## config.mk

```make
export PLATFORM = sky130hd
export DESIGN_NAME = pkt_ram_ctrl
export DESIGN_NICKNAME = d
export VERILOG_FILES = /design/src/rtl/pkt_ram_pkg.sv /design/src/rtl/pkt_ram_sdp.sv /design/src/rtl/pkt_bus_regs.sv /design/src/rtl/pkt_copy_engine.sv /design/src/rtl/pkt_ram_ctrl.sv
export SDC_FILE = /design/constraint.sdc
export NUM_CORES = 2
export LEC_CHECK = 0
export BUFFER_PORTS_ARGS = -buffer_cell sky130_fd_sc_hd__buf_2
export CORE_ASPECT_RATIO = 1.25
export CORE_MARGIN = 1
export CORE_UTILIZATION = 55
export CTS_CLUSTER_DIAMETER = 150
export DETAILED_ROUTE_END_ITERATION = 8
export PLACE_DENSITY_LB_ADDON = 0.12
export RECOVER_POWER = 50
export SYNTH_ARGS = -nofsm -noshare
export SYNTH_HDL_FRONTEND = slang
export SYNTH_MEMORY_MAX_BITS = 65536
export SYNTH_SLANG_ARGS = --single-unit
export TNS_END_PERCENT = 5
```

## constraint.sdc

```tcl
create_clock -name clk -period 38.2 [get_ports clk]
set_input_delay 7.64 -clock clk [delete_from_list [all_inputs] [get_ports clk]]
set_output_delay 7.64 -clock clk [all_outputs]
set_load 0.01 [all_outputs]
```

## src/rtl/pkt_ram_pkg.sv

```systemverilog
package pkt_ram_pkg;

  typedef enum logic [1:0] {
    CP_IDLE = 2'd0,
    CP_RUN  = 2'd1,
    CP_DONE = 2'd2
  } cp_state_e;

  // Word within a slot that carries packet byte b (seven bytes per word pair)
  function automatic int pkt_byte_word(input int b);
    return 2 * (b / 7) + (((b % 7) >= 3) ? 1 : 0);
  endfunction

  // Byte lane inside that word
  function automatic int pkt_byte_lane(input int b);
    return ((b % 7) >= 3) ? (b % 7) - 3 : (b % 7);
  endfunction

endpackage

```

## src/rtl/pkt_ram_sdp.sv

```systemverilog
module pkt_ram_sdp #(
  parameter int DEPTH = 72,
  parameter int AW    = 7,
  parameter int DW    = 32
) (
  input  logic          clk,
  input  logic          we,
  input  logic [AW-1:0] waddr,
  input  logic [DW-1:0] wdata,
  input  logic          re,
  input  logic [AW-1:0] raddr,
  output logic [DW-1:0] rdata
);

  logic [DW-1:0] mem [DEPTH];

  always_ff @(posedge clk) begin
    if (we) mem[waddr] <= wdata;
  end

  always_ff @(posedge clk) begin
    if (re) rdata <= mem[raddr];
  end

endmodule

```

## src/rtl/pkt_bus_regs.sv

```systemverilog
module pkt_bus_regs #(
  parameter int NUM_SLOTS  = 8,
  parameter int SLOT_WORDS = 9,
  parameter int ADDR_W     = 12,
  parameter int MEM_AW     = 7,
  parameter int RAM_EN_BIT = 16,
  parameter logic [ADDR_W-1:0] CFG_ADDR  = 'h0A0,
  parameter logic [ADDR_W-1:0] STAT_ADDR = 'h0A4,
  parameter logic [ADDR_W-1:0] WIN_BASE  = 'h400
) (
  input  logic                 clk,
  input  logic                 rst,
  input  logic                 bus_wr,
  input  logic                 bus_rd,
  input  logic [ADDR_W-1:0]    bus_addr,
  input  logic [31:0]          bus_wdata,
  output logic [31:0]          bus_rdata,
  input  logic [NUM_SLOTS-1:0] status,
  output logic [NUM_SLOTS-1:0] cfg_slots,
  output logic                 ram_en,
  output logic [NUM_SLOTS-1:0] cfg_rise,
  output logic [NUM_SLOTS-1:0] cfg_fall,
  output logic                 stg_we,
  output logic [MEM_AW-1:0]    stg_waddr
);

  localparam logic [ADDR_W-1:0] STRIDE_A = ADDR_W'(SLOT_WORDS * 4);
  localparam logic [ADDR_W-1:0] SPAN_A   = ADDR_W'(NUM_SLOTS * SLOT_WORDS * 4);
  localparam logic [ADDR_W-1:0] WORDS_A  = ADDR_W'(SLOT_WORDS);

  logic [ADDR_W-1:0] win_off;
  logic [ADDR_W-1:0] win_slot;
  logic [ADDR_W-1:0] win_word;
  logic              in_win;
  logic              cfg_hit;
  logic [31:0]       rd_val;

  always_comb begin
    win_off  = bus_addr - WIN_BASE;
    in_win   = (bus_addr >= WIN_BASE) && (win_off < SPAN_A) && (bus_addr[1:0] == 2'b00);
    win_slot = win_off / STRIDE_A;
    win_word = (win_off % STRIDE_A) >> 2;
    stg_we    = bus_wr && in_win;
    stg_waddr = MEM_AW'(win_slot * WORDS_A + win_word);
    cfg_hit   = bus_wr && (bus_addr == CFG_ADDR);
  end

  always_ff @(posedge clk) begin
    if (rst) begin
      cfg_slots <= '0;
      ram_en    <= 1'b0;
      cfg_rise  <= '0;
      cfg_fall  <= '0;
    end else begin
      cfg_rise <= '0;
      cfg_fall <= '0;
      if (cfg_hit) begin
        cfg_slots <= bus_wdata[NUM_SLOTS-1:0];
        ram_en    <= bus_wdata[RAM_EN_BIT];
        cfg_rise  <= bus_wdata[NUM_SLOTS-1:0] & ~cfg_slots;
        cfg_fall  <= ~bus_wdata[NUM_SLOTS-1:0] & cfg_slots;
      end
    end
  end

  always_comb begin
    rd_val = '0;
    if (bus_addr == CFG_ADDR) begin
      rd_val[NUM_SLOTS-1:0] = cfg_slots;
      rd_val[RAM_EN_BIT]    = ram_en;
    end else if (bus_addr == STAT_ADDR) begin
      rd_val[NUM_SLOTS-1:0] = status;
    end
  end

  always_ff @(posedge clk) begin
    if (rst) bus_rdata <= '0;
    else     bus_rdata <= bus_rd ? rd_val : '0;
  end

endmodule

```

## src/rtl/pkt_copy_engine.sv

```systemverilog
module pkt_copy_engine
  import pkt_ram_pkg::*;
#(
  parameter int NUM_SLOTS  = 8,
  parameter int SLOT_WORDS = 9,
  parameter int MEM_AW     = 7,
  parameter int SLOT_W     = 3,
  parameter int WIDX_W     = 4
) (
  input  logic                 clk,
  input  logic                 rst,
  input  logic [NUM_SLOTS-1:0] cfg_slots,
  input  logic                 ram_en,
  input  logic [NUM_SLOTS-1:0] cfg_rise,
  input  logic [NUM_SLOTS-1:0] cfg_fall,
  input  logic                 frame_tick,
  output logic                 stg_re,
  output logic [MEM_AW-1:0]    stg_raddr,
  output logic                 shd_we,
  output logic [MEM_AW-1:0]    shd_waddr,
  output logic [SLOT_W-1:0]    cur_slot,
  output logic [NUM_SLOTS-1:0] status
);

  cp_state_e             state;
  logic [WIDX_W-1:0]     rd_idx;
  logic [NUM_SLOTS-1:0]  pending;
  logic [NUM_SLOTS-1:0]  ready;
  logic [NUM_SLOTS-1:0]  cand;
  logic [NUM_SLOTS-1:0]  done_mask;
  logic [SLOT_W-1:0]     pick;
  logic                  cand_any;

  always_comb begin
    cand     = pending & ~status;
    pick     = '0;
    cand_any = 1'b0;
    for (int i = NUM_SLOTS - 1; i >= 0; i--) begin
      if (cand[i]) begin
        pick     = SLOT_W'(i);
        cand_any = 1'b1;
      end
    end
    done_mask = '0;
    if (state == CP_DONE) done_mask[cur_slot] = 1'b1;
    stg_re    = (state == CP_RUN);
    stg_raddr = MEM_AW'(int'(cur_slot) * SLOT_WORDS + int'(rd_idx));
  end

  always_ff @(posedge clk) begin
    if (rst) begin
      state     <= CP_IDLE;
      rd_idx    <= '0;
      cur_slot  <= '0;
      pending   <= '0;
      ready     <= '0;
      status    <= '0;
      shd_we    <= 1'b0;
      shd_waddr <= '0;
    end else begin
      shd_we    <= stg_re;
      shd_waddr <= stg_raddr;
      pending   <= (pending & ~done_mask & ~cfg_fall) | cfg_rise;
      ready     <= (ready | done_mask) & ~cfg_rise;
      if (frame_tick)
        status <= cfg_slots & {NUM_SLOTS{ram_en}} & ready & ~pending & ~cfg_rise;
      case (state)
        CP_IDLE: if (cand_any) begin
          cur_slot <= pick;
          rd_idx   <= '0;
          state    <= CP_RUN;
        end
        CP_RUN: begin
          rd_idx <= rd_idx + 1'b1;
          if (rd_idx == WIDX_W'(SLOT_WORDS - 1)) state <= CP_DONE;
        end
        default: state <= CP_IDLE;
      endcase
    end
  end

endmodule

```

## src/rtl/pkt_ram_ctrl.sv

```systemverilog
module pkt_ram_ctrl
  import pkt_ram_pkg::*;
#(
  parameter int NUM_SLOTS  = 8,
  parameter int SLOT_WORDS = 9,
  parameter int ADDR_W     = 12,
  parameter int RAM_EN_BIT = 16,
  parameter logic [ADDR_W-1:0] CFG_ADDR  = 'h0A0,
  parameter logic [ADDR_W-1:0] STAT_ADDR = 'h0A4,
  parameter logic [ADDR_W-1:0] WIN_BASE  = 'h400,
  localparam int SLOT_W    = $clog2(NUM_SLOTS),
  localparam int PKT_BYTES = (SLOT_WORDS / 2) * 7 + (SLOT_WORDS % 2) * 3,
  localparam int BYTE_W    = $clog2(PKT_BYTES)
) (
  input  logic                 clk,
  input  logic                 rst,
  input  logic                 bus_wr,
  input  logic                 bus_rd,
  input  logic [ADDR_W-1:0]    bus_addr,
  input  logic [31:0]          bus_wdata,
  output logic [31:0]          bus_rdata,
  input  logic                 frame_tick,
  input  logic [SLOT_W-1:0]    ser_slot,
  input  logic [BYTE_W-1:0]    ser_byte,
  output logic [7:0]           ser_data,
  output logic [NUM_SLOTS-1:0] slot_active
);

  localparam int MEM_DEPTH = NUM_SLOTS * SLOT_WORDS;
  localparam int MEM_AW    = $clog2(MEM_DEPTH);
  localparam int WIDX_W    = $clog2(SLOT_WORDS);

  logic [NUM_SLOTS-1:0] cfg_slots, cfg_rise, cfg_fall;
  logic                 ram_en;
  logic                 stg_we, stg_re, shd_we;
  logic [MEM_AW-1:0]    stg_waddr, stg_raddr, shd_waddr, shd_raddr;
  logic [31:0]          stg_q, shd_q;
  logic [SLOT_W-1:0]    cur_slot;
  logic [1:0]           lane_n, lane_q;

  pkt_bus_regs #(
    .NUM_SLOTS(NUM_SLOTS), .SLOT_WORDS(SLOT_WORDS), .ADDR_W(ADDR_W),
    .MEM_AW(MEM_AW), .RAM_EN_BIT(RAM_EN_BIT),
    .CFG_ADDR(CFG_ADDR), .STAT_ADDR(STAT_ADDR), .WIN_BASE(WIN_BASE)
  ) u_regs (
    .clk(clk), .rst(rst), .bus_wr(bus_wr), .bus_rd(bus_rd),
    .bus_addr(bus_addr), .bus_wdata(bus_wdata), .bus_rdata(bus_rdata),
    .status(slot_active), .cfg_slots(cfg_slots), .ram_en(ram_en),
    .cfg_rise(cfg_rise), .cfg_fall(cfg_fall),
    .stg_we(stg_we), .stg_waddr(stg_waddr)
  );

  pkt_ram_sdp #(.DEPTH(MEM_DEPTH), .AW(MEM_AW), .DW(32)) u_stage (
    .clk(clk), .we(stg_we), .waddr(stg_waddr), .wdata(bus_wdata),
    .re(stg_re), .raddr(stg_raddr), .rdata(stg_q)
  );

  pkt_copy_engine #(
    .NUM_SLOTS(NUM_SLOTS), .SLOT_WORDS(SLOT_WORDS), .MEM_AW(MEM_AW),
    .SLOT_W(SLOT_W), .WIDX_W(WIDX_W)
  ) u_copy (
    .clk(clk), .rst(rst), .cfg_slots(cfg_slots), .ram_en(ram_en),
    .cfg_rise(cfg_rise), .cfg_fall(cfg_fall), .frame_tick(frame_tick),
    .stg_re(stg_re), .stg_raddr(stg_raddr), .shd_we(shd_we),
    .shd_waddr(shd_waddr), .cur_slot(cur_slot), .status(slot_active)
  );

  always_comb begin
    shd_raddr = MEM_AW'(int'(ser_slot) * SLOT_WORDS + pkt_byte_word(int'(ser_byte)));
    lane_n    = 2'(pkt_byte_lane(int'(ser_byte)));
  end

  pkt_ram_sdp #(.DEPTH(MEM_DEPTH), .AW(MEM_AW), .DW(32)) u_shadow (
    .clk(clk), .we(shd_we), .waddr(shd_waddr), .wdata(stg_q),
    .re(1'b1), .raddr(shd_raddr), .rdata(shd_q)
  );

  always_ff @(posedge clk) begin
    if (rst) lane_q <= '0;
    else     lane_q <= lane_n;
  end

  assign ser_data = shd_q[8*lane_q +: 8];

endmodule

```

Word level (Yosys, flattened, before mapping)
Memories as Yosys holds them, arrays and structs flattened. A register that Yosys moved wholly into a read port is not among the register bits.
Index checks and enable logic that the tools add are counted.
{ "word_totals": {"input_bits": 57, "elab_cells": 113, "n_memories": 2, "mem_bits_rw": 4608, "out_inout_bits": 48, "reg_bits": 100} }
{ "memory_table": {"columns": ["memory", "words", "word_bits", "read_ports", "rd_ports_with_merged_regs", "write_ports", "line", "text"], "rows": [
  ["u_shadow.mem", 72, 32, 1, 1, 1, "pkt_ram_sdp.sv:15", "logic [DW-1:0] mem [DEPTH];"],
  ["u_stage.mem", 72, 32, 1, 1, 1, "pkt_ram_sdp.sv:15", null]
]} }
{ "op_classes": {"n_addsub": 7, "order_cmp": 5, "bitwise_logic": 22, "n_div": 4, "n_mul": 3, "n_reduce_logical": 14, "n_eq_ne": 7, "n_mux": 32, "n_shift": 1} }
{ "op_table": {"columns": ["cell", "count"], "rows": [
  ["bitwise AND 8 bit", 10],
  ["NOT 8 bit", 7],
  ["divider 6 x 4 -> 32 bit, second input constant", 1],
  [">= comparator 32 x 3 -> 1 bit, second input constant", 1],
  ["modulo 6 x 4 -> 32 bit, second input constant", 1],
  ["indexed part select 32 x 6 -> 8 bit", 1],
  ["equality test 12 x 8 -> 1 bit, second input constant", 2],
  ["two-way mux 3 bit", 8],
  ["two-way mux 8 bit", 3],
  ["bitwise OR 8 bit", 2],
  ["adder 7 bit", 2],
  ["multiplier 3 x 4 -> 7 bit, second input constant", 2],
  ["two-way mux 1 bit", 14],
  ["divider 12 x 6 -> 12 bit, second input constant", 1],
  [">= comparator 12 x 11 -> 1 bit, second input constant", 1],
  ["less-than comparator 12 x 9 -> 1 bit, second input constant", 1],
  ["modulo 12 x 6 -> 12 bit, second input constant", 1],
  ["multiplier 12 x 4 -> 7 bit, second input constant", 1],
  ["subtractor 12 x 11 -> 12 bit, second input constant", 1],
  ["case mux 4 bit (2 select lines)", 1],
  ["adder 7 x 2 -> 7 bit", 1],
  ["adder 7 x 5 -> 7 bit", 1],
  ["two-way mux 2 bit", 3],
  ["AND reduction 2 bit", 3],
  ["17 further kinds", 26]
]} }

Logic depth before layout (Yosys ltp)
{ "logic_depth": {"ltp_word": 12, "ltp_mapped": 35, "ltp_nobuf": 30} }

Modules after synthesis
Synthesis repeated with hierarchy kept, for this count alone.
{ "hier_totals": {"hier_cells": 8349, "area_unflattened_um2": 184102.8} }
{ "by_module_without_submodules": {"columns": ["mod", "cells_each", "area_per_inst_um2", "seq_area_each_um2", "n_inst"], "rows": [
  ["pkt_ram_sdp", 3817, 89046.7, 70147.3, 2],
  ["pkt_bus_regs", 404, 3255.6, 680.7, 1],
  ["pkt_copy_engine", 215, 1898.1, 820.8, 1],
  ["pkt_ram_ctrl", 96, 855.8, 40.0, 1]
]} }

Worst setup path before layout
OpenSTA, ideal clock, no wires.
{ "synth_path": {"path_type": "input to register", "start": "input bus_addr[10]", "end": "memory u_stage.mem[70][0] (enable)", "n_path_buf": 2, "t_required_ns": 37.697, "path_slack_ns": 19.892, "path_stages": 32, "setup_time_ns": 0.503, "arrival_time_ns": 17.806, "path_cell_list": "clkbuf_1 inv_1 ha_1 buf_2 or2_1 a21oi_1 nor3_1 nor4b_1 o41a_2 nor2_1 a2111o_1 a221oi_2 nor3b_4 mux2i_2 nand2_1 a21oi_1 o2111a_2 inv_4 a41o_1 a21oi_1 ha_1 ha_1 a21o_1 a21oi_1 o21bai_1 a21oi_1 xnor2_1 xnor2_1 nor4_2 nor2_1 xnor2_2 nor4_1"} }
{ "synth_between": {"elab_chain_len": 7, "elab_cells_between_ends": 12, "classes_between": "2 x add/sub; 1 x mul; 2 x div; 2 x order compare; 2 x mux; 3 x reduce/logical"} }
{ "synth_lines": {"columns": ["element", "line", "text"], "rows": [
  ["from (decl)", "pkt_ram_ctrl.sv:19", "input logic [ADDR_W-1:0] bus_addr,"],
  ["parallel branches: the longest is 7 deep, another holds subtractor 12 x 11 -> 12 bit", null, null],
  ["to (decl)", "pkt_ram_sdp.sv:15", null]
]} }
Parallel ways; which one is timed is not known.

Final worst setup path
{ "layout_path": {"start": "input bus_addr[10]", "end": "memory u_stage.mem[43][10] (enable)"} }
The elaborated chain is that of the path after synthesis.

==> results.md <==
* Synth Area in Adders at 0.312%
* Clock skew at 0.0518 ns
* Status: complete, but fails checks
* Leakage at 62.8 nW
* Placed cell areas at 191000 um2
* Family with the most delay on the worst path: compound AO/OA/AOI/OAI gates
* Routed Antenna Nets at 0
* Combinational fraction of design power at 15.3%
* GRT Residual Overflow at 0
* Seq/Total Area, Yosys at 77.1%
* Failing checks: design-rule violations, max-capacitance violations, max-slew violations
* Port Buffer Count at 81
* Top_reg_cell synth: edfxtp_1
* I/O pin count at 105
* Clk_lat worst skew at 1.01 ns
* P&R area growth vs syn at 11.7%
* Mux share of post-synthesis cell area at 18.7%
* Clock Path Buffers at 4
* WHS Path Cells at 1
* Post-synth ARST share at 0%
* Synthesized area at 184000 um2
* FILL cells at 22500
* Commonest non-fill, non-tap cell in the layout: edfxtp_1
* Setup bufs post-CTS at 0
* R2r endpoint: u_stage.rdata[5]$_DFFE_PP_
* Layout cells sized above 1 at 29.7%
* Core area at 331000 um2
* Setup TNS at 0 ns
* Post-synthesis cell count at 7784
* Routed vias/inst at 6.55
* # H-tree levels at 5
* Post-CTS sizing at 0
* Most frequent cells in the layout: edfxtp_1 (4640), mux4_2 (1416), clkbuf_16 (455)
* Synth cell types at 96
* Largest family of logic cells by synthesized area: multiplexers
* Final setup violation count at 0
* Slew @ Worst Pin at 4.32 ns
* Synth Area in XOR/XNOR at 0.158%
* Top post-synthesis cells by area: edfxtp_1 (76%), mux4_2 (17%), dfxtp_1 (1.2%)
* DR vias at 84900
* Initial Utilization at 55.4%
* Switch Pwr at 3.07 mW
* Reg2Reg Depth at 13
* RSZ-0062 raised after global routing: no
* Crit. End Element: flop
* Pin count of the biggest net entering global routing at 140
* Clock root buffer: clkbuf_16
* Min cycle time layout at 16.77 ns
* Post-CTS Hold Buffers at 0
* Hpwl dp at 268000 um
* Die Ht at 648 um
* Clock transition at the registers of the reported paths at 0.06 ns
* Row cnt at 236
* Final hold violation count at 0
* GRT Util Overall at 28.3%
* Synth Area in Simple Gates at 1.52%
* CP most frequent cell: a21oi_1
* Post-synth EDFFs at 4640
* Setup ws final at 21.43 ns
* Pre-CTS setup slack at 20.54 ns
* Slew headroom at -188%
* Initial antenna violation count at 25
* CP max stage delay at 0.90 ns
* Maxcap violations at 108
* Data arrival, critical path at 17.36 ns
* Sink Count at 4749
* Switching Share at 25.8%
* Die W at 519 um
* Warnings, synthesis at 0
* Syn Area/Cell at 23.6 um2
* Worst-path fanout max at 32
* Critical path class: in -> reg
* First-pass iteration count of the detailed router at 7
* Final Cell Area at 205000 um2
* CP required at 38.80 ns
* CTS tree: yes
* Final #Nets at 8256
* Slowest cell on the critical path: nor2_4
* Final wirelength at 472000 um
* PD cells at 58.2 nW/um2
* Period Utilization, post-route at 43.9%
* Maximum VDD drop at 0.000100 V
* Yosys top cell by area: edfxtp_1
* #FFs+latches synth at 4749
* Hold/Removal Path Class: reg -> reg
* Fmax at 59.6 MHz
* Compound-Gate Fraction of Synth Area at 1.18%
* First-pass GRT wire length at 662000 um
* Drt drc at 6
* Hold EP: u_copy.ready[5]$_SDFF_PP0_
* 1st-iter DRT viols at 9947
* Reg2reg start: u_copy.cur_slot[1]$_SDFFE_PP0P_
* Total power at 11.9 mW
* RePlAce Congestion at 0.827
* Startpoint of the lowest-slack hold path: u_regs.cfg_rise[5]$_SDFF_PP0_
* CP Buf/Inv Count at 3
* Startpoint types: input pin
* Reg2Reg Setup Slack at 30.06 ns
* Vias in the first global route at 85300
* Synth top area share at 75.9%
* Wire per inst at 36.4 um
* Final Slew Violations at 4708
* Pint at 8.86 mW
* TritonCTS buffer count at 446
* Clk network pwr share at 36.8%
* Hold Slack at 0.456 ns
* Die area at 336000 um2
* Seq pwr share at 47.9%
-- state kept, by name, summed over array words and instances (netlist names), 3 cells and up --
| register | cells |
|---|---|
| u_copy.cur_slot | 3 |
| u_copy.pending | 8 |
| u_copy.rd_idx | 4 |
| u_copy.ready | 8 |
| u_copy.shd_waddr | 7 |
| u_copy.status | 8 |
| u_regs.bus_rdata | 9 |
| u_regs.cfg_fall | 8 |
| u_regs.cfg_rise | 8 |
| u_regs.cfg_slots | 8 |
| u_shadow.mem | 2304 |
| u_shadow.rdata | 32 |
| u_stage.mem | 2304 |
| u_stage.rdata | 32 |
-- metal layers --
layer	up-vias	share of wire, %	global-route usage (%)
met3	639	6.8	3.40
met1	46300	37	37.6
li1	34200	-	-
met5	-	0	0
met4	0	4.7	11.5
met2	3800	51	48.3
-- cell families (layout without fill, tap and decap cells) --
logic type	count (synthesis)	count (layout)
other	1	35
muxes	1644	1644
adders and majority gates	43	43
AOI/OAI and AO/OA	318	318
xor gates and xnor gates	28	28
buffers and inverters	465	1196
DFF	4749	4749
and+or+nand+nor	536	536
-- worst register-to-register path, stage by stage, from the launching register on --
cell and delay, ns:
dfxtp_1 0.60, ha_1 0.34, ha_4 0.76, buf_4 0.93, buf_4 0.82, buf_4 0.81, buf_12 0.75, buf_4 0.89
mux4_2 0.49, mux4_2 0.62, mux2i_1 0.26, nand2_1 0.11, o211ai_1 0.31, o21ai_0 0.18
-- synth_stat cells (7+ instances only) --
master	n
a211oi_1	8
a21o_1	10
a21oi_1	50
a31oi_1	12
buf_1	144
buf_2	10
buf_4	23
clkbuf_1	249
dfxtp_1	109
edfxtp_1	4640
ha_1	37
inv_1	35
mux2_2	67
mux2_4	8
mux2i_1	149
mux4_2	1416
nand2_1	125
nand2b_1	21
nand3_1	44
nor2_1	151
nor2b_1	23
nor3_1	47
nor3_2	44
nor3b_1	21
nor4_1	8
o211ai_1	68
o21ai_0	99
or3_1	8
xnor2_1	18
xor2_1	7
-- power by group through the flow --
stage	Clock [mW]	Sequential, mW	Combinational (mW)
4_1_cts	4.45	5.72	1.85
2_1_floorplan	0	5.81	1.13
3_3_place_gp	0	5.83	1.84
5_1_grt	4.64	5.71	1.91
3_5_place_dp	0	5.83	1.85
6_report	4.39	5.72	1.82
-- worst max-delay path by stage --
stage	end	startpoint	cells past startpoint
floorplan	u_stage.mem[70][0]$_DFFE_PP_	bus_addr[10]	32
global placement	u_stage.mem[42][18]$_DFFE_PP_	bus_addr[10]	31
CTS	u_stage.mem[42][12]$_DFFE_PP_	bus_addr[10]	31
detailed placement	u_stage.mem[43][12]$_DFFE_PP_	bus_addr[10]	31
finish	u_stage.mem[43][10]$_DFFE_PP_	bus_addr[10]	31
global route	u_stage.mem[34][6]$_DFFE_PP_	bus_addr[10]	31
-- through the flow --
step           std cells  utilization [%]
2_1_floorplan       7806                -
3_3_place_gp       12100             57.7
3_5_place_dp       12100             57.7
4_1_cts            12900             62.0
5_1_grt            12900             61.9
6_report           13000             61.9
-- area by class of cell --
type	count	area, um2	area share [%]
clock buffers	562	11900	5.81
diodes	12	30.0	0.0146
clock inverters	266	2490	1.21
multi-input cells	2592	41400	20.2
inverters	36	138	0.0671
repair buffers	332	2050	1.00
well taps	4403	5510	2.69
flip-flops and latches	4749	142000	69.0
Note: power is estimated with default switching activity, not from simulation.
